==> config.mk <==
export PLATFORM = sky130hd
export DESIGN_NAME = tlb_ring_mmu
export DESIGN_NICKNAME = d
export VERILOG_FILES = /design/src/rtl/tlb_ring_pkg.sv /design/src/rtl/tlb_attr_decode.sv /design/src/rtl/tlb_ring_map.sv /design/src/rtl/tlb_way.sv /design/src/rtl/tlb_ring_mmu.sv
export SDC_FILE = /design/constraint.sdc
export NUM_CORES = 2
export LEC_CHECK = 0
export ABC_AREA = 0
export BUFFER_PORTS_ARGS = -buffer_cell sky130_fd_sc_hd__buf_4
export CAP_MARGIN = 20
export CORE_MARGIN = 4
export CORE_UTILIZATION = 45
export DETAILED_ROUTE_END_ITERATION = 10
export PLACE_DENSITY_LB_ADDON = 0.2
export SYNTH_ARGS = -nofsm -noshare
export SYNTH_HDL_FRONTEND = slang
export SYNTH_SLANG_ARGS = --single-unit
==> constraint.sdc <==
create_clock -name clk -period 5.35 [get_ports clk]
set_input_delay 0.2675 -clock clk [delete_from_list [all_inputs] [get_ports clk]]
set_output_delay 0.2675 -clock clk [all_outputs]
set_load 0.005 [all_outputs]
==> src/rtl/tlb_ring_pkg.sv <==
package tlb_ring_pkg;
    localparam int ADDR_W    = 32;
    localparam int PAGE_BITS = 12;
    localparam int VPN_W     = ADDR_W - PAGE_BITS;
    localparam int ASID_W    = 8;
    localparam int RINGS     = 4;
    localparam int RING_W    = $clog2(RINGS);
    localparam int ATTR_W    = 4;
    localparam int CAUSE_W   = 6;

    localparam logic [CAUSE_W-1:0] C_NONE      = 6'd0;
    localparam logic [CAUSE_W-1:0] C_I_MISS    = 6'd16;
    localparam logic [CAUSE_W-1:0] C_I_MULTI   = 6'd17;
    localparam logic [CAUSE_W-1:0] C_I_PRIV    = 6'd18;
    localparam logic [CAUSE_W-1:0] C_I_PROHIB  = 6'd20;
    localparam logic [CAUSE_W-1:0] C_D_MISS    = 6'd24;
    localparam logic [CAUSE_W-1:0] C_D_MULTI   = 6'd25;
    localparam logic [CAUSE_W-1:0] C_D_PRIV    = 6'd26;
    localparam logic [CAUSE_W-1:0] C_LD_PROHIB = 6'd28;
    localparam logic [CAUSE_W-1:0] C_ST_PROHIB = 6'd29;

    localparam logic [1:0] CM_BYPASS = 2'd0;
    localparam logic [1:0] CM_WB     = 2'd1;
    localparam logic [1:0] CM_WT     = 2'd2;
    localparam logic [1:0] CM_ISO    = 2'd3;

    typedef struct packed {
        logic [VPN_W-1:0]  vpn;
        logic [VPN_W-1:0]  ppn;
        logic [ASID_W-1:0] asid;
        logic [ATTR_W-1:0] attr;
    } tlb_entry_t;

    typedef enum logic [1:0] {
        ST_IDLE = 2'd0,
        ST_LOOK = 2'd1,
        ST_WALK = 2'd2
    } tlb_fsm_e;
endpackage

==> src/rtl/tlb_attr_decode.sv <==
module tlb_attr_decode
    import tlb_ring_pkg::*;
(
    input  logic [ATTR_W-1:0] attr,
    input  logic              fetch_side,
    output logic [2:0]        rights,
    output logic [1:0]        cmode
);
    logic [2:0] raw;

    always_comb begin
        raw   = 3'b000;
        cmode = CM_BYPASS;
        if (attr < 4'd12) begin
            raw[0] = 1'b1;
            raw[1] = attr[1];
            raw[2] = attr[0];
            cmode  = attr[3:2];
        end else if (attr == 4'd13) begin
            raw   = 3'b011;
            cmode = CM_ISO;
        end
        rights = fetch_side ? (raw & 3'b100) : (raw & 3'b011);
    end
endmodule

==> src/rtl/tlb_ring_map.sv <==
module tlb_ring_map
    import tlb_ring_pkg::*;
(
    input  logic [ASID_W-1:0]       asid,
    input  logic [RINGS*ASID_W-1:0] ring_reg,
    output logic                    mapped,
    output logic [RING_W-1:0]       ring
);
    always_comb begin
        mapped = 1'b0;
        ring   = '0;
        for (int i = RINGS - 1; i >= 0; i--) begin
            if (asid != '0 && ring_reg[i*ASID_W +: ASID_W] == asid) begin
                mapped = 1'b1;
                ring   = RING_W'(i);
            end
        end
    end
endmodule

==> src/rtl/tlb_way.sv <==
module tlb_way
    import tlb_ring_pkg::*;
#(
    parameter int SETS = 4,
    localparam int IDX_W = (SETS > 1) ? $clog2(SETS) : 1
) (
    input  logic             clk,
    input  logic             rst_n,
    input  logic [IDX_W-1:0] rd_idx,
    output tlb_entry_t       rd_entry,
    input  logic             wr_en,
    input  logic [IDX_W-1:0] wr_idx,
    input  tlb_entry_t       wr_entry
);
    tlb_entry_t mem_q [SETS];
    tlb_entry_t mem_d [SETS];

    always_comb begin
        mem_d = mem_q;
        if (wr_en) begin
            mem_d[wr_idx] = wr_entry;
        end
    end

    always_ff @(posedge clk) begin
        if (!rst_n) begin
            for (int i = 0; i < SETS; i++) begin
                mem_q[i] <= '0;
            end
        end else begin
            mem_q <= mem_d;
        end
    end

    assign rd_entry = mem_q[rd_idx];
endmodule

==> src/rtl/tlb_ring_mmu.sv <==
module tlb_ring_mmu
    import tlb_ring_pkg::*;
#(
    parameter int          NWAYS      = 4,
    parameter int          SETS       = 4,
    parameter logic [31:0] RING_RESET = 32'h0403_0201
) (
    input  logic               clk,
    input  logic               rst_n,
    input  logic               req_valid,
    output logic               req_ready,
    input  logic [ADDR_W-1:0]  req_vaddr,
    input  logic [1:0]         req_kind,
    input  logic [RING_W-1:0]  req_ring,
    output logic               rsp_valid,
    output logic [CAUSE_W-1:0] rsp_cause,
    output logic [ADDR_W-1:0]  rsp_paddr,
    output logic [2:0]         rsp_rights,
    output logic [1:0]         rsp_cmode,
    input  logic               ring_we,
    input  logic [31:0]        ring_wdata,
    input  logic               ptb_we,
    input  logic [ADDR_W-1:0]  ptb_wdata,
    output logic               mem_req_valid,
    output logic [ADDR_W-1:0]  mem_req_addr,
    input  logic               mem_rsp_valid,
    input  logic [31:0]        mem_rsp_data,
    input  logic               mem_rsp_err,
    output logic [ADDR_W-1:0]  fault_vaddr
);
    localparam int IDX_W = (SETS > 1) ? $clog2(SETS) : 1;
    localparam int WAY_W = (NWAYS > 1) ? $clog2(NWAYS) : 1;

    typedef struct packed {
        tlb_fsm_e                 st;
        logic [ADDR_W-1:0]        vaddr;
        logic [1:0]               kind;
        logic [RING_W-1:0]        ring;
        logic [RINGS*ASID_W-1:0]  ring_reg;
        logic [ADDR_W-1:0]        ptbase;
        logic                     rsp_valid;
        logic [CAUSE_W-1:0]       cause;
        logic [ADDR_W-1:0]        paddr;
        logic [2:0]               rights;
        logic [1:0]               cmode;
        logic [ADDR_W-1:0]        mem_addr;
        logic [ADDR_W-1:0]        fault_va;
        logic [WAY_W-1:0]         rf_ctr;
    } ctl_t;

    ctl_t q, d;

    // request decode
    logic              is_fetch, is_store;
    logic [IDX_W-1:0]  set_idx;
    logic [VPN_W-1:0]  req_vpn;

    assign is_fetch = q.kind[1];
    assign is_store = (q.kind == 2'b01);
    assign set_idx  = q.vaddr[PAGE_BITS +: IDX_W];
    assign req_vpn  = q.vaddr[ADDR_W-1:PAGE_BITS];

    // page-table entry fields
    logic [RING_W-1:0] pte_ring;
    logic [ATTR_W-1:0] pte_attr;
    logic [VPN_W-1:0]  pte_ppn;
    tlb_entry_t        fill_entry;

    assign pte_ring   = mem_rsp_data[5:4];
    assign pte_attr   = mem_rsp_data[ATTR_W-1:0];
    assign pte_ppn    = mem_rsp_data[ADDR_W-1:PAGE_BITS];
    assign fill_entry = '{vpn:  req_vpn,
                          ppn:  pte_ppn,
                          asid: q.ring_reg[{pte_ring, 3'b000} +: ASID_W],
                          attr: pte_attr};

    // refill way selection: advance first, then use
    logic [WAY_W-1:0] rf_next;
    logic             walk_ok;

    assign rf_next = (q.rf_ctr == WAY_W'(NWAYS - 1)) ? '0 : q.rf_ctr + 1'b1;
    assign walk_ok = (q.st == ST_WALK) && mem_rsp_valid && !mem_rsp_err;

    // ways and ring resolution
    tlb_entry_t        way_rd   [NWAYS];
    logic [RING_W-1:0] way_ring [NWAYS];
    logic [NWAYS-1:0]  way_map;
    logic [NWAYS-1:0]  hit_vec;
    logic [NWAYS-1:0]  way_we;

    for (genvar w = 0; w < NWAYS; w++) begin : g_way
        assign way_we[w] = walk_ok && (int'(rf_next) == w);

        tlb_way #(.SETS(SETS)) u_way (
            .clk      (clk),
            .rst_n    (rst_n),
            .rd_idx   (set_idx),
            .rd_entry (way_rd[w]),
            .wr_en    (way_we[w]),
            .wr_idx   (set_idx),
            .wr_entry (fill_entry)
        );

        tlb_ring_map u_map (
            .asid     (way_rd[w].asid),
            .ring_reg (q.ring_reg),
            .mapped   (way_map[w]),
            .ring     (way_ring[w])
        );

        assign hit_vec[w] = way_map[w] && (way_rd[w].vpn == req_vpn);
    end

    logic any_hit, multi_hit;
    assign any_hit   = |hit_vec;
    assign multi_hit = |(hit_vec & (hit_vec - 1'b1));

    tlb_entry_t        sel_entry;
    logic [RING_W-1:0] sel_ring;

    always_comb begin
        sel_entry = '0;
        sel_ring  = '0;
        for (int w = 0; w < NWAYS; w++) begin
            if (hit_vec[w]) begin
                sel_entry = way_rd[w];
                sel_ring  = way_ring[w];
            end
        end
    end

    // shared permission check for hit and refill completions
    logic [ATTR_W-1:0]  fin_attr;
    logic [RING_W-1:0]  fin_ring;
    logic [VPN_W-1:0]   fin_ppn;
    logic [2:0]         dec_rights;
    logic [1:0]         dec_cmode;
    logic               granted;
    logic [CAUSE_W-1:0] fin_cause;
    logic [ADDR_W-1:0]  fin_paddr;
    logic [2:0]         fin_rights;
    logic [1:0]         fin_cmode;

    assign fin_attr = (q.st == ST_WALK) ? pte_attr : sel_entry.attr;
    assign fin_ring = (q.st == ST_WALK) ? pte_ring : sel_ring;
    assign fin_ppn  = (q.st == ST_WALK) ? pte_ppn  : sel_entry.ppn;

    tlb_attr_decode u_dec (
        .attr       (fin_attr),
        .fetch_side (is_fetch),
        .rights     (dec_rights),
        .cmode      (dec_cmode)
    );

    always_comb begin
        if (is_fetch)      granted = dec_rights[2];
        else if (is_store) granted = dec_rights[1];
        else               granted = dec_rights[0];

        fin_cause  = C_NONE;
        fin_paddr  = '0;
        fin_rights = '0;
        fin_cmode  = '0;
        if (fin_ring < q.ring) begin
            fin_cause = is_fetch ? C_I_PRIV : C_D_PRIV;
        end else if (!granted) begin
            fin_cause = is_fetch ? C_I_PROHIB : (is_store ? C_ST_PROHIB : C_LD_PROHIB);
        end else begin
            fin_paddr  = {fin_ppn, q.vaddr[PAGE_BITS-1:0]};
            fin_rights = dec_rights;
            fin_cmode  = dec_cmode;
        end
    end

    logic [ADDR_W-1:0] pte_addr;
    assign pte_addr = (q.ptbase | (q.vaddr >> 10)) & 32'hFFFF_FFFC;

    // next-state
    always_comb begin
        d = q;
        d.rsp_valid = 1'b0;
        if (ring_we) d.ring_reg = ring_wdata;
        if (ptb_we)  d.ptbase   = ptb_wdata;

        unique case (q.st)
            ST_IDLE: begin
                if (req_valid) begin
                    d.vaddr = req_vaddr;
                    d.kind  = req_kind;
                    d.ring  = req_ring;
                    d.st    = ST_LOOK;
                end
            end
            ST_LOOK: begin
                if (any_hit) begin
                    d.rsp_valid = 1'b1;
                    d.st        = ST_IDLE;
                    if (multi_hit) begin
                        d.cause  = is_fetch ? C_I_MULTI : C_D_MULTI;
                        d.paddr  = '0;
                        d.rights = '0;
                        d.cmode  = '0;
                    end else begin
                        d.cause  = fin_cause;
                        d.paddr  = fin_paddr;
                        d.rights = fin_rights;
                        d.cmode  = fin_cmode;
                    end
                end else begin
                    d.mem_addr = pte_addr;
                    d.st       = ST_WALK;
                end
            end
            ST_WALK: begin
                if (mem_rsp_valid) begin
                    d.rsp_valid = 1'b1;
                    d.st        = ST_IDLE;
                    if (mem_rsp_err) begin
                        d.cause  = is_fetch ? C_I_MISS : C_D_MISS;
                        d.paddr  = '0;
                        d.rights = '0;
                        d.cmode  = '0;
                    end else begin
                        d.cause    = fin_cause;
                        d.paddr    = fin_paddr;
                        d.rights   = fin_rights;
                        d.cmode    = fin_cmode;
                        d.fault_va = q.vaddr;
                        d.rf_ctr   = rf_next;
                    end
                end
            end
            default: d.st = ST_IDLE;
        endcase
    end

    always_ff @(posedge clk) begin
        if (!rst_n) begin
            q          <= '0;
            q.st       <= ST_IDLE;
            q.ring_reg <= RING_RESET;
        end else begin
            q <= d;
        end
    end

    logic unused_bits;
    assign unused_bits = ^{mem_rsp_data[11:6], sel_entry.vpn, sel_entry.asid};

    assign req_ready     = (q.st == ST_IDLE);
    assign rsp_valid     = q.rsp_valid;
    assign rsp_cause     = q.cause;
    assign rsp_paddr     = q.paddr;
    assign rsp_rights    = q.rights;
    assign rsp_cmode     = q.cmode;
    assign mem_req_valid = (q.st == ST_WALK);
    assign mem_req_addr  = q.mem_addr;
    assign fault_vaddr   = q.fault_va;
endmodule

# --- Word level (Yosys, flattened, before mapping) ---
# Index checks and enable logic that the tools add are counted.
word_totals:
  register_bits: 1042
  out_inout_bits: 110
  word_cells: 254
op_classes:
  add_sub_neg: 2
  magnitude_cmp: 4
  eq_ne: 31
  shifts: 1
  mux: 91
  bitwise: 5
  n_reduce_logical: 42
ops:
  columns: ["operator", "count"]
  rows:
  - ["$bwmux 208", 4]
  - ["$mux 52", 9]
  - ["$bmux 52 s2", 4]
  - ["$mux 32", 6]
  - ["$eq 8x8->1", 16]
  - ["$demux 52 s2", 1]
  - ["$mux 44", 2]
  - ["$pmux 44 s2", 1]
  - ["$mux 43", 2]
  - ["$eq 20x20->1", 4]
  - ["$mux 2", 29]
  - ["$mux 38", 1]
  - ["$or 32x22->32", 1]
  - ["$reduce_bool 8->1", 4]
  - ["$shiftx 32x6->8", 1]
  - ["$logic_and 1x1->1", 27]
  - ["$mux 20", 1]
  - ["$mux 4", 5]
  - ["$mux 1", 19]
  - ["$mux 3", 4]
  - ["$mux 5", 2]
  - ["$eq 2x2->1 const B", 4]
  - ["$reduce_or 4->1", 2]
  - ["$eq 2x1->1 const B", 3]
  - ["18 further kinds", 24]

# --- Depth between registers and ports, before layout ---
logic_depth:
  depth_word: 27
  ltp_mapped: 26

# --- Modules after synthesis ---
# Synthesis repeated with hierarchy kept, for this count alone.
unflattened:
  hier_cells: 4687
  area_unflattened_um2: 48501.5
modules_own_cells:
  columns: ["module", "instances", "cells_each", "area_per_inst_um2", "seq_area_each_um2"]
  rows:
  - ["tlb_way", 4, 797, 8933.6, 4164.0]
  - ["tlb_ring_mmu", 1, 1246, 10776.6, 4144.0]
  - ["tlb_ring_map", 4, 61, 481.7, 0.0]
  - ["tlb_attr_decode", 1, 9, 63.8, 0.0]

# --- Least setup slack after synthesis ---
# Ideal clock, no wire load.
synth_timing:
  kind: "reg2reg"
  from: "register q, in the netlist fill_entry[32]"
  to: "register q, in the netlist rsp_cause[3]"
  setup_ns: 0.122
  arrival_ns: 4.698
  t_required_ns: 5.228
  slack_ns: 0.530
  stages_incl_launch_ff: 23
  path_buffers: 4
  period_less_slack_ns: 4.820
  path_cell_list: "dfxtp_1 buf_6 buf_2 mux4_2 or4_1 nor2_1 nor3_1 nor4_2 or2_1 buf_2 clkbuf_1 o21ai_0 o21ai_0 o21ai_0 o21ai_0 o21ai_0 ha_1 o311a_1 o311ai_0 nand3b_1 nand3_1 and3b_1 a221o_1"
synth_between:
  elab_chain_len: 27
  word_cells_on_any_way: 120
synth_lines:
  columns: ["element", "line_no", "text"]
  rows:
  - ["start: declaration", "tlb_ring_mmu.sv:51", "ctl_t q, d;"]
  - ["parallel branches: the longest is 27 deep, another holds $bmux 52 s2", null, null]
# Several ways; the timed one is not identified. The select of a mux whose other input is x is not followed.
# A chain may end at the register's enable or synchronous reset.

# --- Final worst setup path ---
layout_timing:
  from: "register q, in the netlist fill_entry[32]"
  to: "register q, in the netlist rsp_rights[1]"
layout_between:
  elab_chain_len: 27
  word_cells_on_any_way: 120
layout_lines:
  columns: ["element"]
  rows:
  - ["parallel branches: the longest is 27 deep, another holds $bmux 52 s2"]
# Several ways; the timed one is not identified. The select of a mux whose other input is x is not followed.

==> flow_summary.toml <==
[timing]
slew_violations = 0
slew_headroom_pct = 22.1
fin_crit_ns = 5.15
fin_skew_ns = 0.0321
fin_tns_setup_ns = 0
final_hold_viol_count = 0
finalCritPeriodShare_pct = 96.2
rsz0062_at_grt = "no"
fmax_mhz = 194
setup_viol = 0
worst_hold_slack_ns = 0.0911
worstMarginPinSlew_ns = 1.17

[logic_synthesis]
syn_area_mm2 = 0.0482
synth_cell_types = 73
synth_warnings = 0
synth_xor_area_share_pct = 3.72
synthFlopType = "dfxtp_1"
synth-async-reset-ratio_pct = 0
avgSynthCellArea_um2 = 8.83
synthCells = 5465
synth_top_family_by_area = "simple AND/OR/NAND/NOR gates"
synth_adder_area_share_pct = 0.228
muxShareOfSynthArea_pct = 11.0
synth_compound_area_share_pct = 17.0
seq_area_frac_synth_pct = 43.1
synth_simple_gate_area_share_pct = 18.6
ys_seq_elements = 1039
synth-edff-count = 0

[floorplanning]
dieHeight_um = 335
rows = 119
ios = 249
dieArea_mm2 = 0.113
floorplan.initialDensity_pct = 45.6
die_w_um = 335
core_area_mm2 = 0.106

[cells_and_area]
stdcell_count = 6932
syn_to_final_growth_pct = 14.9
final_common_cell = "nand2_1"
seq_area_mm2 = 0.0208
drive_gt1_share_pct = 15.4
final_net_count = 5596
multi_input_area_mm2 = 0.0247
layout.filler_cells = 9620
final_cell_mix = "nand2_1 (1829), dfxtp_1 (1037), a21boi_0 (881), buf_4 (368), mux4_2 (203)"
fin_util_pct = 52.4
design_area_mm2 = 0.0554

[routing]
drt-initial-drc-count = 3459
num_vias = 38300
firstDrtPassIters = 6
vias_per_cell = 5.52
wl_per_cell_um = 21.5
drc = 0
wirelength_mm = 149
final_antenna_net_count = 0

[setup_path]
worstPathArrival_ns = 5.72
r2r-start = "fill_entry[32]$_SDFFE_PN0P_"
reg2reg_slack_ns = 0.20
end_kind = "register"
critPathLaunchType = "register"
worstPathRequired_ns = 5.93
reg2reg_to = "rsp_rights[1]$_SDFFE_PN0P_"
timing_worst_setup_path_type = "register to register"
cp_max_fo = 17
r2r_cells = 19
critical_path.startpoint = "fill_entry[32]$_SDFFE_PN0P_"

[power_and_ir_drop]
vdd_drop_max_mv = 0.257
cellLeakagePower_nw = 18.5
netSwitchingFraction_pct = 24.6
comb_power_share_pct = 8.0
power_frac_seq_pct = 45.9
power_frac_clock_pct = 46.1
p_sw_mw = 4.24
p_int_mw = 13.0
power_density_mw_per_mm2 = 311

[clocking]
clkLatencyLatePin_ns = 0.72
cts.reportedPaths.clkPinSlew_ns = 0.06
cts_root_buf = "clkbuf_16"
cts.sinks = 1039
cts-htree-levels = 3
cts.repair.resized = 0
cts_buffer_depth = 3
cts_buffers = 111
cts_tree = "built"

[placed_design]
gp_congestion = 0.879
placed_area_mm2 = 0.0503
dp_hpwl_mm = 87.3
placed_cells = 6594
io_buffers = 237

[global_route]
overflow = 0
grt_max_degree = 238
grt_pass1_vias = 37000
gr-usage-all-layers_pct = 25.9
antenna_found_initial = 5
grt_pass1_wl_mm = 227

[worst_hold_path]
worst_hold_path_type = "input pin to register"
worst_hold_path.num_cells = 2
min-delay-start = "rst_n"
holdPathEnd = "q[168]$_SDFFE_PN1P_"

[flow_run]
drv_cap = 0

[outcome]
status = "completed"
## power by group through the flow
stage                     clock network, mW  logic, mW  registers [mW]
after global routing                   8.40       1.48            7.93
after detailed placement                  0       1.28            8.10
final                                  7.96       1.38            7.93
after global placement                    0       1.28            8.10
after floorplan                           0      0.921            8.01
after CTS                              8.08       1.36            7.93
## layout make-up
| type | count | share of cell area, % |
|---|---|---|
| multi-input combinational | 3761 | 44.5 |
| sequential | 1039 | 37.5 |
| timing repair buffer | 511 | 7.88 |
| clock buffer | 157 | 5.72 |
| tap | 1391 | 3.14 |
| clock inverter | 47 | 1.10 |
| inverter | 25 | 0.169 |
| antenna | 1 | 0.00451 |
## critical path: stages (launching register included)
cell and delay [ns]:
dfxtp_4 0.48, buf_4 0.22, mux4_2 0.52, xor2_1 0.16, nor4_2 0.55, nand3_1 0.27, or3_1 0.55, o32a_1 0.21
o21ai_0 0.14, o21ai_0 0.12, o21ai_0 0.08, o21ai_0 0.10, o21ai_0 0.16, ha_1 0.25, o311a_1 0.11, o311ai_0 0.15
nand3b_1 0.29, o211ai_4 0.18, buf_4 0.33, o31ai_1 0.12
## worst max path at each step
| stage | end | slack (ns) | depth (start not counted) |
|---|---|---|---|
| final | rsp_rights[1]$_SDFFE_PN0P_ | 0.20 | 19 |
| after global routing | rsp_rights[1]$_SDFFE_PN0P_ | 0.01 | 19 |
| after CTS | rsp_rights[1]$_SDFFE_PN0P_ | 0.14 | 19 |
| after detailed placement | rsp_rights[1]$_SDFFE_PN0P_ | 0.02 | 19 |
| after global placement | rsp_rights[1]$_SDFFE_PN0P_ | -0.007 | 19 |
| after floorplan | rsp_cause[3]$_SDFFE_PN0P_ | 0.53 | 22 |
## metrics by stage
step	total power, mW	setup slack, ns
after floorplan	8.93	0.530
after global placement	9.38	-0.00669
after detailed placement	9.38	0.0182
after CTS	17.4	0.139
after global routing	17.8	0.0123
final	17.3	0.201
## synth_stat cells (5+ instances only)
library cell	number	area (um2)
o31ai_2	30	375
a31oi_1	5	31.3
nand3_1	26	130
buf_1	31	116
xnor2_1	161	1410
or3_1	7	43.8
buf_2	21	105
or4_1	7	52.6
mux4_2	203	4570
o21ai_0	36	180
nor3b_1	23	173
o31ai_1	33	248
dfxtp_1	1039	20800
ha_1	8	100
buf_6	9	101
nand2b_1	7	43.8
o21a_1	17	128
inv_1	25	93.8
nor3_1	55	275
and3_1	19	119
a221oi_1	20	175
mux2i_1	73	731
nand2_1	1829	6870
nand4_1	41	257
xor2_1	44	385
buf_4	116	871
a21boi_0	881	6610
a21oi_1	31	155
clkbuf_1	462	1730
nor2_1	72	270
nor4_1	7	43.8
nor2b_1	62	388
## registers in the layout, indices dropped and copies added, names as in the netlist
register / cells
rsp_cause: 5
is_fetch: 1
rsp_paddr: 32
fill_entry: 20
fault_vaddr: 32
rsp_cmode: 2
mem_req_addr: 30
q: 81
rsp_rights: 3
g_way.u_way.mem_q: 832
rsp_valid: 1
## routing by layer
metal	up-vias	GRT usage, %	share of wire, %
met5	-	0	0.0087
met4	2	8.38	3.1
met3	268	4.34	7.7
met1	18500	35.6	44
met2	1353	41.7	46
li1	18100	-	-
## timing repair
action,in CTS,in global routing
setup buffers,1,6
hold buffers,126,0
cloned,0,0
hold endpoints to repair,486,0
endpoints found under the setup margin,3,39
## cells by family (layout without fill, tap and decap cells)
family | count (synthesis) | in the layout
other | 1 | 4
buffers and inverters | 667 | 740
AND/OR/NAND/NOR | 2183 | 2183
XOR/XNOR | 205 | 205
multiplexers | 276 | 276
flip-flops | 1039 | 1039
AO/OA/AOI/OAI | 1085 | 1085
adder cells (fa/ha/maj) | 9 | 9
No activity file was read; power rests on OpenSTA's default activity.
